File: config.mk
export PLATFORM = sky130hd
export DESIGN_NAME = eeprom_word_reader
export DESIGN_NICKNAME = d
export VERILOG_FILES = /design/src/rtl/eeprom_rd_pkg.sv /design/src/rtl/bit_phase_timer.sv /design/src/rtl/uwire_read_sequencer.sv /design/src/rtl/word_byte_splitter.sv /design/src/rtl/eeprom_word_reader.sv
export SDC_FILE = /design/constraint.sdc
export NUM_CORES = 1
export LEC_CHECK = 0
export BUFFER_PORTS_ARGS = -buffer_cell sky130_fd_sc_hd__buf_2
export CORE_ASPECT_RATIO = 1.4
export CORE_MARGIN = 10
export CORE_UTILIZATION = 63
export CTS_CLUSTER_SIZE = 14
export DETAILED_ROUTE_END_ITERATION = 12
export GPL_ROUTABILITY_DRIVEN = 0
export HOLD_SLACK_MARGIN = 0.02
export PLACE_DENSITY = 0.84
export SLEW_MARGIN = 5
export SYNTH_ARGS = -nofsm -noshare
export SYNTH_HDL_FRONTEND = slang
export SYNTH_HIERARCHICAL = 1
export SYNTH_SLANG_ARGS = --single-unit
export TNS_END_PERCENT = 30
File: constraint.sdc
create_clock -name clk -period 7.7 [get_ports clk]
set_input_delay 0.385 -clock clk [delete_from_list [all_inputs] [get_ports clk]]
set_output_delay 0.385 -clock clk [all_outputs]
set_load 0.005 [all_outputs]
File: src/rtl/eeprom_rd_pkg.sv
package eeprom_rd_pkg;

  localparam int CMD_BITS = 3;
  localparam logic [CMD_BITS-1:0] READ_OPCODE = 3'b110;

  typedef enum logic [3:0] {
    ST_IDLE,
    ST_DESEL,
    ST_SELECT,
    ST_DUMMY,
    ST_CMD_LO,
    ST_CMD_HI,
    ST_DAT_LO,
    ST_DAT_HI,
    ST_FINISH
  } seq_state_t;

endpackage

File: src/rtl/bit_phase_timer.sv
module bit_phase_timer #(
  parameter int PHASE_CYCLES = 100
) (
  input  logic clk,
  input  logic rst,
  input  logic run,
  output logic tick
);
  localparam int CW = (PHASE_CYCLES > 1) ? $clog2(PHASE_CYCLES) : 1;
  localparam logic [CW-1:0] LAST = CW'(PHASE_CYCLES - 1);

  logic [CW-1:0] cnt_q;

  always_ff @(posedge clk) begin
    if (rst || !run) begin
      cnt_q <= '0;
    end else if (cnt_q == LAST) begin
      cnt_q <= '0;
    end else begin
      cnt_q <= cnt_q + 1'b1;
    end
  end

  assign tick = run && (cnt_q == LAST);

endmodule

File: src/rtl/uwire_read_sequencer.sv
module uwire_read_sequencer
  import eeprom_rd_pkg::*;
#(
  parameter int ADDR_BITS    = 6,
  parameter int DATA_BITS    = 16,
  parameter int PHASE_CYCLES = 100
) (
  input  logic                 clk,
  input  logic                 rst,
  input  logic                 tick,
  input  logic                 go,
  input  logic [ADDR_BITS-1:0] first_word,
  input  logic [ADDR_BITS:0]   num_words,
  output logic                 active,
  output logic                 cs_o,
  output logic                 sk_o,
  output logic                 di_o,
  input  logic                 so_i,
  output logic                 word_valid,
  output logic [DATA_BITS-1:0] word
);
  localparam int SHIFT_LEN = CMD_BITS + ADDR_BITS;
  localparam int BIT_W     = $clog2((SHIFT_LEN > DATA_BITS) ? SHIFT_LEN : DATA_BITS);
  localparam logic [BIT_W-1:0] LAST_CMD = BIT_W'(SHIFT_LEN - 1);
  localparam logic [BIT_W-1:0] LAST_DAT = BIT_W'(DATA_BITS - 1);

  seq_state_t st_q, st_n;
  logic [SHIFT_LEN-1:0] cmd_q, cmd_n;
  logic [DATA_BITS-1:0] dat_q, dat_n;
  logic [BIT_W-1:0]     bit_q, bit_n;
  logic [ADDR_BITS-1:0] wa_q, wa_n;
  logic [ADDR_BITS:0]   left_q, left_n;
  logic                 wv_n;

  always_comb begin
    st_n   = st_q;
    cmd_n  = cmd_q;
    dat_n  = dat_q;
    bit_n  = bit_q;
    wa_n   = wa_q;
    left_n = left_q;
    wv_n   = 1'b0;
    case (st_q)
      ST_IDLE: if (go) begin
        st_n   = ST_DESEL;
        wa_n   = first_word;
        left_n = num_words;
        cmd_n  = {READ_OPCODE, first_word};
      end
      ST_DESEL:  if (tick) st_n = ST_SELECT;
      ST_SELECT: if (tick) st_n = ST_DUMMY;
      ST_DUMMY:  if (tick) begin
        st_n  = ST_CMD_LO;
        bit_n = '0;
      end
      ST_CMD_LO: if (tick) st_n = ST_CMD_HI;
      ST_CMD_HI: if (tick) begin
        if (bit_q == LAST_CMD) begin
          st_n  = ST_DAT_LO;
          bit_n = '0;
        end else begin
          st_n  = ST_CMD_LO;
          bit_n = bit_q + 1'b1;
          cmd_n = {cmd_q[SHIFT_LEN-2:0], 1'b0};
        end
      end
      ST_DAT_LO: if (tick) st_n = ST_DAT_HI;
      ST_DAT_HI: if (tick) begin
        dat_n = {dat_q[DATA_BITS-2:0], so_i};
        if (bit_q == LAST_DAT) begin
          st_n = ST_FINISH;
          wv_n = 1'b1;
        end else begin
          st_n  = ST_DAT_LO;
          bit_n = bit_q + 1'b1;
        end
      end
      ST_FINISH: if (tick) begin
        if (left_q == 1) begin
          st_n = ST_IDLE;
        end else begin
          st_n   = ST_DESEL;
          left_n = left_q - 1'b1;
          wa_n   = wa_q + 1'b1;
          cmd_n  = {READ_OPCODE, wa_q + 1'b1};
        end
      end
      default: st_n = ST_IDLE;
    endcase
  end

  always_ff @(posedge clk) begin
    if (rst) begin
      st_q       <= ST_IDLE;
      cmd_q      <= '0;
      dat_q      <= '0;
      bit_q      <= '0;
      wa_q       <= '0;
      left_q     <= '0;
      word_valid <= 1'b0;
      cs_o       <= 1'b0;
      sk_o       <= 1'b0;
      di_o       <= 1'b0;
    end else begin
      st_q       <= st_n;
      cmd_q      <= cmd_n;
      dat_q      <= dat_n;
      bit_q      <= bit_n;
      wa_q       <= wa_n;
      left_q     <= left_n;
      word_valid <= wv_n;
      cs_o       <= !(st_n inside {ST_IDLE, ST_DESEL});
      sk_o       <= st_n inside {ST_DUMMY, ST_CMD_HI, ST_DAT_HI};
      di_o       <= (st_n inside {ST_CMD_LO, ST_CMD_HI}) ? cmd_n[SHIFT_LEN-1] : 1'b0;
    end
  end

  assign active = (st_q != ST_IDLE);
  assign word   = dat_q;

  // Length of the current clock-high stretch, watched by the R8 check.
  logic [$clog2(PHASE_CYCLES+2)-1:0] hi_len_q;
  always_ff @(posedge clk) begin
    if (rst || !sk_o) hi_len_q <= '0;
    else if (hi_len_q <= PHASE_CYCLES) hi_len_q <= hi_len_q + 1'b1;
  end

  a_r3_di_steady_while_high: assert property (@(posedge clk) disable iff (rst)
    (sk_o && $past(sk_o)) |-> $stable(di_o));

  a_r1_clock_needs_select: assert property (@(posedge clk) disable iff (rst)
    sk_o |-> cs_o);

  a_r8_high_phase_length: assert property (@(posedge clk) disable iff (rst)
    $fell(sk_o) |-> (hi_len_q == PHASE_CYCLES));

endmodule

File: src/rtl/word_byte_splitter.sv
module word_byte_splitter #(
  parameter int DATA_BITS = 16
) (
  input  logic                 clk,
  input  logic                 rst,
  input  logic                 word_valid,
  input  logic [DATA_BITS-1:0] word,
  output logic                 byte_valid,
  output logic [7:0]           byte_out
);
  logic       pend_q;
  logic [7:0] hi_q;

  always_ff @(posedge clk) begin
    if (rst) begin
      pend_q     <= 1'b0;
      hi_q       <= '0;
      byte_valid <= 1'b0;
      byte_out   <= '0;
    end else if (word_valid) begin
      byte_out   <= word[7:0];
      hi_q       <= word[15:8];
      pend_q     <= 1'b1;
      byte_valid <= 1'b1;
    end else if (pend_q) begin
      byte_out   <= hi_q;
      pend_q     <= 1'b0;
      byte_valid <= 1'b1;
    end else begin
      byte_valid <= 1'b0;
    end
  end

  a_r6_two_bytes_per_word: assert property (@(posedge clk) disable iff (rst)
    word_valid |=> (byte_valid ##1 byte_valid));

endmodule

File: src/rtl/eeprom_word_reader.sv
module eeprom_word_reader #(
  parameter int ADDR_BITS    = 6,
  parameter int DATA_BITS    = 16,
  parameter int PHASE_CYCLES = 100
) (
  input  logic               clk,
  input  logic               rst,
  input  logic               start_i,
  input  logic [ADDR_BITS:0] byte_addr_i,
  input  logic [ADDR_BITS+1:0] byte_count_i,
  output logic               busy_o,
  output logic               err_o,
  output logic               byte_valid_o,
  output logic [7:0]         byte_o,
  output logic               ee_cs_o,
  output logic               ee_sk_o,
  output logic               ee_di_o,
  input  logic               ee_do_i
);
  initial begin
    if (PHASE_CYCLES < 3) $error("PHASE_CYCLES must be at least 3");
  end

  logic                 tick, active, go, odd_req;
  logic                 word_valid;
  logic [DATA_BITS-1:0] word;

  assign odd_req = byte_addr_i[0] || byte_count_i[0];
  assign go      = start_i && !active && !odd_req && (byte_count_i != '0);

  always_ff @(posedge clk) begin
    if (rst) err_o <= 1'b0;
    else if (start_i && !active) begin
      if (odd_req) err_o <= 1'b1;
      else if (go) err_o <= 1'b0;
    end
  end

  bit_phase_timer #(.PHASE_CYCLES(PHASE_CYCLES)) u_timer (
    .clk(clk), .rst(rst), .run(active), .tick(tick)
  );

  uwire_read_sequencer #(
    .ADDR_BITS(ADDR_BITS), .DATA_BITS(DATA_BITS), .PHASE_CYCLES(PHASE_CYCLES)
  ) u_seq (
    .clk(clk), .rst(rst), .tick(tick), .go(go),
    .first_word(byte_addr_i[ADDR_BITS:1]),
    .num_words(byte_count_i[ADDR_BITS+1:1]),
    .active(active), .cs_o(ee_cs_o), .sk_o(ee_sk_o), .di_o(ee_di_o),
    .so_i(ee_do_i), .word_valid(word_valid), .word(word)
  );

  word_byte_splitter #(.DATA_BITS(DATA_BITS)) u_split (
    .clk(clk), .rst(rst), .word_valid(word_valid), .word(word),
    .byte_valid(byte_valid_o), .byte_out(byte_o)
  );

  assign busy_o = active;

  a_r9_bytes_only_while_busy: assert property (@(posedge clk) disable iff (rst)
    byte_valid_o |-> busy_o);

  a_r10_odd_rejected: assert property (@(posedge clk) disable iff (rst)
    (start_i && !busy_o && odd_req) |=> (err_o && !busy_o));

endmodule

==> results of run 1 <==
[synth_stat cells, types with 5 or more instances]
library cell	instances
nor4_1	5
mux2i_1	18
inv_1	10
dfxtp_1	76
clkbuf_1	12
a31oi_1	5
o21ai_1	7
a211oi_1	12
nor3_1	6
ha_1	6
nand2_1	61
nor2b_1	10
o21ai_0	8
nor2_1	40
a21oi_1	39
buf_2	5
xor2_1	6
nand3_1	10
[worst paths after layout]
kind	start	endpoint	slack, ns	cells after the start
setup / recovery	u_seq/st_q[1]	u_seq/left_q[1]	4.49	8
hold / removal	ee_do_i	u_seq/word[0]	0.29	3
setup reg to reg	u_seq/st_q[1]	u_seq/left_q[1]	4.49	8
hold reg to reg	u_seq/cmd_q[5]	u_seq/cmd_q[6]	0.46	2
[flip-flops by register name (all words and copies together), names as in the netlist]
register / count
err_o: 1
u_seq/bit_q: 4
u_seq/cmd_q: 9
u_seq/cs_o: 1
u_seq/di_o: 1
u_seq/left_q: 7
u_seq/sk_o: 1
u_seq/st_q: 4
u_seq/wa_q: 6
u_seq/word: 16
u_seq/word_valid: 1
u_split/byte_out: 8
u_split/byte_valid: 1
u_split/hi_q: 8
u_split/pend_q: 1
u_timer/cnt_q: 7
[through the flow]
step	area, um2	hold slack (ns)
6_report	3790	0.293
5_1_grt	3790	0.274
4_1_cts	3790	0.276
3_5_place_dp	3620	0.455
3_3_place_gp	3620	0.443
2_1_floorplan	3490	0.429
[routing by layer]
metal | GRT usage, % | vias up
li1 | - | 1457
met4 | 7.93 | 0
met3 | 5.12 | 15
met5 | 0 | -
met1 | 16.3 | 1399
met2 | 29.5 | 74
[cells by family after synthesis]
family	after synthesis	share of synthesized area [%]
muxes	18	5.16
AOI/OAI and AO/OA	94	17.6
and+or+nand+nor	169	24.3
DFF	76	43.6
adders and majority gates	6	2.15
xor gates and xnor gates	10	2.51
buffers and inverters	33	4.70
[worst reg2reg max path: cells and delay by family, from the launching register on]
kind / cells / cell delay, ns
and+or+nand+nor: 5 / 2.15
DFF: 1 / 0.38
AOI/OAI and AO/OA: 3 / 0.54
[power groups by stage]
stage | Combinational [mW] | Sequential (mW) | Clock, mW
after detailed placement | 0.0380 | 0.412 | 0
after floorplan | 0.0264 | 0.411 | 0
after global routing | 0.0429 | 0.404 | 0.285
after CTS | 0.0380 | 0.403 | 0.269
after global placement | 0.0371 | 0.412 | 0
final | 0.0379 | 0.403 | 0.262
[layout make-up]
| class | instances | area (um2) |
|---|---|---|
| multi-input combinational | 297 | 1800 |
| sequential | 76 | 1520 |
| clock buffer | 11 | 151 |
| tap | 68 | 85.1 |
| timing repair buffer | 33 | 168 |
| clock inverter | 2 | 12.5 |
| fill | 447 | 1660 |
| inverter | 11 | 43.8 |
==> metrics, run 1 <==
crit-path max cell delay=0.61 ns; Syn Inst Count=between 400 and 500; outcome=complete, no violations; sum of negative setup slack=0 ns; # setup viols final=0; Synth Flop Type=dfxtp_1; clock network latency to the later pin of the worst-skew pair=about 0.35 ns; share of cells above drive strength 1=between 15 and 20%; Crit Path Max Fanout=25; Overall Power=between 700 and 800 uW; top cell type's share of synthesized area=between 40% and 50%; sequential area share after synthesis=43.6%; Sw Ratio=a little under a quarter; H-Tree Depth=3; Reg clk slew, reported paths=roughly 0.07 ns; area growth from synthesis to layout=8.50%; Rel. slew slack=between 30% and 40%; CTS Hold Bufs=0; Post-DP HPWL=a little under 5000 um; most common cell after layout, fill and taps aside=dfxtp_1; WP buf/inv=0; routed length on met2=3710 um; synthesized area per cell=approximately 8.6 um2; Synth Warn #=6; Detailed Route WL=about 7100 um; Chip Height=108 um; Final Hold Viols=0; core box area=5450 um2; EDFF count, synth=0; via count=~2900; GR Overflow Total=0; final cell count without fillers=between 400 and 500; Int Pwr=542 uW; Worst Setup End Kind=register; DRC Markers=0; Placed Cells=between 400 and 500; setup skew after layout=roughly 0.008 ns; Max Cap Viol=0; Slew @ Worst Pin=~0.96 ns; RSZ-0062 raised after global routing=false; cts bufs inserted=9; cts repair resizes=0; Min-Delay Path Class=primary input to register; Finished Core Util=69.5%; Psw=between 150 and 200 uW; Pre-Repair DR Iteration Count=4; largest net degree at the start of global routing=between 60 and 70; crit-path leading delay family=simple AND/OR/NAND/NOR gates; Post-CTS Setup Inserts=0; antenna violations before repair=0; Top-Level Pins=33; clk buf depth=2; CTS tree=yes; first-pass GRT wire length=about 12000 um; Clock Sinks=76; Worst Setup Start Kind=register; All-Layer GR Usage=between 10% and 20%; Post-Syn Nets=431; Netlist cell types=59; Initial Util=around 64%; Lkg Pwr=around 1.4 nW; met3 WL post-DR=~340 um; Period Utilization, post-route=41.7%; input/output buffers=32; clock power share=37.3%; Area contributors post-synth=dfxtp_1 (44%), nand2_1 (6.6%), a21oi_1 (5.6%); worst vdd rail ir drop=0.152 mV; M1 wire length=just under 3000 um; CP Class=register to register; CP Data Required Time=a little under 8 ns; vias in the first global route=roughly 2800; Top Metal Used=met4; nets=~450; FP Rows=32; WL/cell=14.3 um; Logic pwr share=approximately 5.4%; Ant. Diodes=0; post-route ant nets=0; async set or reset register ratio after synthesis=0%; max frequency=just over 300 MHz; Crit path arrival time=between 3 and 4 ns; crit-path cells=nor3_1 -> nand2b_1 -> or4b_4 -> a21oi_2 -> and3b_1 -> nor2_2 -> a211oi_1 -> a211oi_2; most frequent cells in the layout=dfxtp_1 (76), nand2_1 (61), nor2_1 (40); slowest CP cell=nor3_1; Root Buffer=clkbuf_8; Final Max Tran Viols=0; die area=between 8000 and 9000 um2; Mapped Area=~3500 um2; synthesized flop and latch total=76; Final WS setup=about 4.5 ns; Avg Vias per Cell=around 5.9; DRT iter0 DRCs=128; sequential power share=approximately 57%; worst slack, placed=4.53 ns; pwr dens=186 nW/um2; Chip Width=about 83 um; post-synth top area cell=dfxtp_1; Min Clock Period, post-route=approximately 3.2 ns
Power figures use the tool's default switching activity.
==> run 2, diff against run 1 <==
--- a/config.mk
+++ b/config.mk
@@ -8,12 +8,12 @@
 export BUFFER_PORTS_ARGS = -buffer_cell sky130_fd_sc_hd__buf_2
 export CORE_ASPECT_RATIO = 1.4
 export CORE_MARGIN = 10
-export CORE_UTILIZATION = 63
+export CORE_UTILIZATION = 59
 export CTS_CLUSTER_SIZE = 14
 export DETAILED_ROUTE_END_ITERATION = 12
 export GPL_ROUTABILITY_DRIVEN = 0
 export HOLD_SLACK_MARGIN = 0.02
-export PLACE_DENSITY = 0.84
+export PLACE_DENSITY = 0.79
 export SLEW_MARGIN = 5
 export SYNTH_ARGS = -nofsm -noshare
 export SYNTH_HDL_FRONTEND = slang
==> constraint.sdc (replaced) <==
create_clock -name clk -period 3.2 [get_ports clk]
set_input_delay 0.16 -clock clk [delete_from_list [all_inputs] [get_ports clk]]
set_output_delay 0.16 -clock clk [all_outputs]
set_load 0.005 [all_outputs]
==> run 2 against run 1 <==
Effect of this change:
- highest routed layer unchanged
- non-clock buffer count rose by 4
- count of clock-buffer cells in the layout is 1 higher
- largest cell class unchanged
- via count is 1.2% lower
==> metrics, run 2 (same netlist as run 1, synthesis figures left out) <==
outcome=complete, no violations; sum of negative setup slack=0 ns (unchanged); RSZ-0062 raised after global routing=false; Post-CTS Setup Inserts=0 (unchanged); slowest CP cell=dfxtp_1; All-Layer GR Usage=15.3% (-0.88 points); Post-DP HPWL=5210 um (+5.0%); WP buf/inv=2 (+2); Ant. Diodes=0 (unchanged); Reg clk slew, reported paths=0.07 ns (about the same); # setup viols final=0 (unchanged); first-pass GRT wire length=12400 um (unchanged); max frequency=364 MHz (+17%); Lkg Pwr=1.39 nW (+1.3%); Crit Path Max Fanout=25 (unchanged); Pre-Repair DR Iteration Count=5 (+1); Initial Util=59.9% (-4.1 points); cts bufs inserted=9 (unchanged); final cell count without fillers=507 (+1.8%); crit-path cells=nor3_1 -> nand2b_1 -> inv_1 -> nor3_1 -> inv_1 -> a211oi_4 -> nor2_2 -> a211oi_1 -> a211oi_2; worst vdd rail ir drop=0.327 mV (+120%); clock network latency to the later pin of the worst-skew pair=0.34 ns (about the same); Overall Power=1.70 mW (+140%); Worst Setup End Kind=register; share of cells above drive strength 1=16.5% (+0.89 points); vias in the first global route=2872 (+2.3%); post-route ant nets=0 (unchanged); nets=457 (+0.88%); Logic pwr share=5.5% (about the same); CP Data Required Time=3.40 ns (-4.50 ns); Slew @ Worst Pin=0.960 ns (+0.00392 ns); Crit path arrival time=2.95 ns (-0.46 ns); Detailed Route WL=7210 um (+1.1%); Avg Vias per Cell=5.74 (-2.9%); clock power share=37.3% (about the same); Max Cap Viol=0 (unchanged); core box area=5820 um2 (+6.9%); max FFs per register=16 (unchanged); area growth from synthesis to layout=9.61%; Root Buffer=clkbuf_8; Period Utilization, post-route=85.9% (+44 points); Psw=399 uW (+150%); DRC Markers=0 (unchanged); largest net degree at the start of global routing=46 (-32%); Final Max Tran Viols=0 (unchanged); clk buf depth=2 (unchanged); CP Class=register to register; cts repair resizes=0 (unchanged); Top-Level Pins=33 (unchanged); antenna violations before repair=0 (unchanged); die area=9430 um2 (+5.3%); H-Tree Depth=3 (unchanged); worst slack, placed=0.446 ns (-4.09 ns); DRT iter0 DRCs=93 (-27%); Min Clock Period, post-route=2.75 ns (-0.458 ns); Placed Cells=491 (+1.2%); input/output buffers=32 (unchanged); crit-path max cell delay=0.50 ns (-0.11 ns); setup skew after layout=0.00707 ns (-0.00108 ns); FP Rows=33 (+3.1%); WL/cell=14.2 um (-0.67%); most common cell after layout, fill and taps aside=dfxtp_1; CTS tree=yes; CTS Hold Bufs=0 (unchanged); Rel. slew slack=36.0% (-0.26 points); Chip Width=85.0 um (+2.5%); Int Pwr=1.30 mW (+140%); Min-Delay Path Class=primary input to register; sequential power share=57.2% (about the same); Clock Sinks=76 (unchanged); via count=2910 (-1.2%); GR Overflow Total=0 (unchanged); pwr dens=443 nW/um2 (+140%); crit-path leading delay family=simple AND/OR/NAND/NOR gates; Sw Ratio=23.5% (+0.63 points); most frequent cells in the layout=dfxtp_1 (76), nand2_1 (61), nor2_1 (40); Worst Setup Start Kind=register; Final WS setup=0.451 ns (-4.04 ns); Chip Height=111 um (+2.7%); Final Hold Viols=0 (unchanged)
==> run 2: final timing paths <==
path	startpoint	to	slack, ns	depth (start not counted)
worst min register to register	u_seq/cmd_q[5]	u_seq/cmd_q[6]	0.46	2
worst min-delay path	ee_do_i	u_seq/word[0]	0.06	3
worst max register to register	u_seq/st_q[2]	u_seq/left_q[1]	0.45	9
worst max-delay path	u_seq/st_q[2]	u_seq/left_q[1]	0.45	9
==> run 2: stage by stage <==
step / hold slack (ns) / instance area, um2 / utilization (%)
floorplan: 0.246 / 3490 / -
global placement: 0.409 / 3650 / 62.8
detailed placement: 0.421 / 3650 / 62.8
CTS: 0.0471 / 3820 / 65.7
global route: 0.0522 / 3820 / 65.7
finish: 0.0606 / 3820 / 65.7
==> run 2: routing by layer <==
| metal | wire, um | share of wire [%] | track usage [%] |
|---|---|---|---|
| met5 | 0 | 0 | 0 |
| met4 | 192 | 2.7 | 8.15 |
| met3 | 349 | 4.8 | 4.41 |
| met2 | 3670 | 51 | 25.9 |
| met1 | 3000 | 42 | 16.5 |
==> run 2: cell type report <==
cell class	instances	area (um2)
fillers	496	2000
multi-input cells	297	1800
flip-flops and latches	76	1520
repair buffers	37	198
clock buffers	12	145
well taps	70	87.6
inverters	11	43.8
clock inverters	4	25.0
==> run 2: worst min-delay path: stages <==
cell and delay (ns):
buf_2 0.10, nand2_1 0.05, a21oi_1 0.05
==> run 2: power by group through the flow <==
| stage | clock network, mW | logic, mW | registers [mW] |
|---|---|---|---|
| final | 0.633 | 0.0929 | 0.969 |
| after global routing | 0.688 | 0.104 | 0.971 |
| after CTS | 0.654 | 0.0931 | 0.969 |
| after detailed placement | 0 | 0.0931 | 0.991 |
| after global placement | 0 | 0.0918 | 0.991 |
| after floorplan | 0 | 0.0634 | 0.989 |
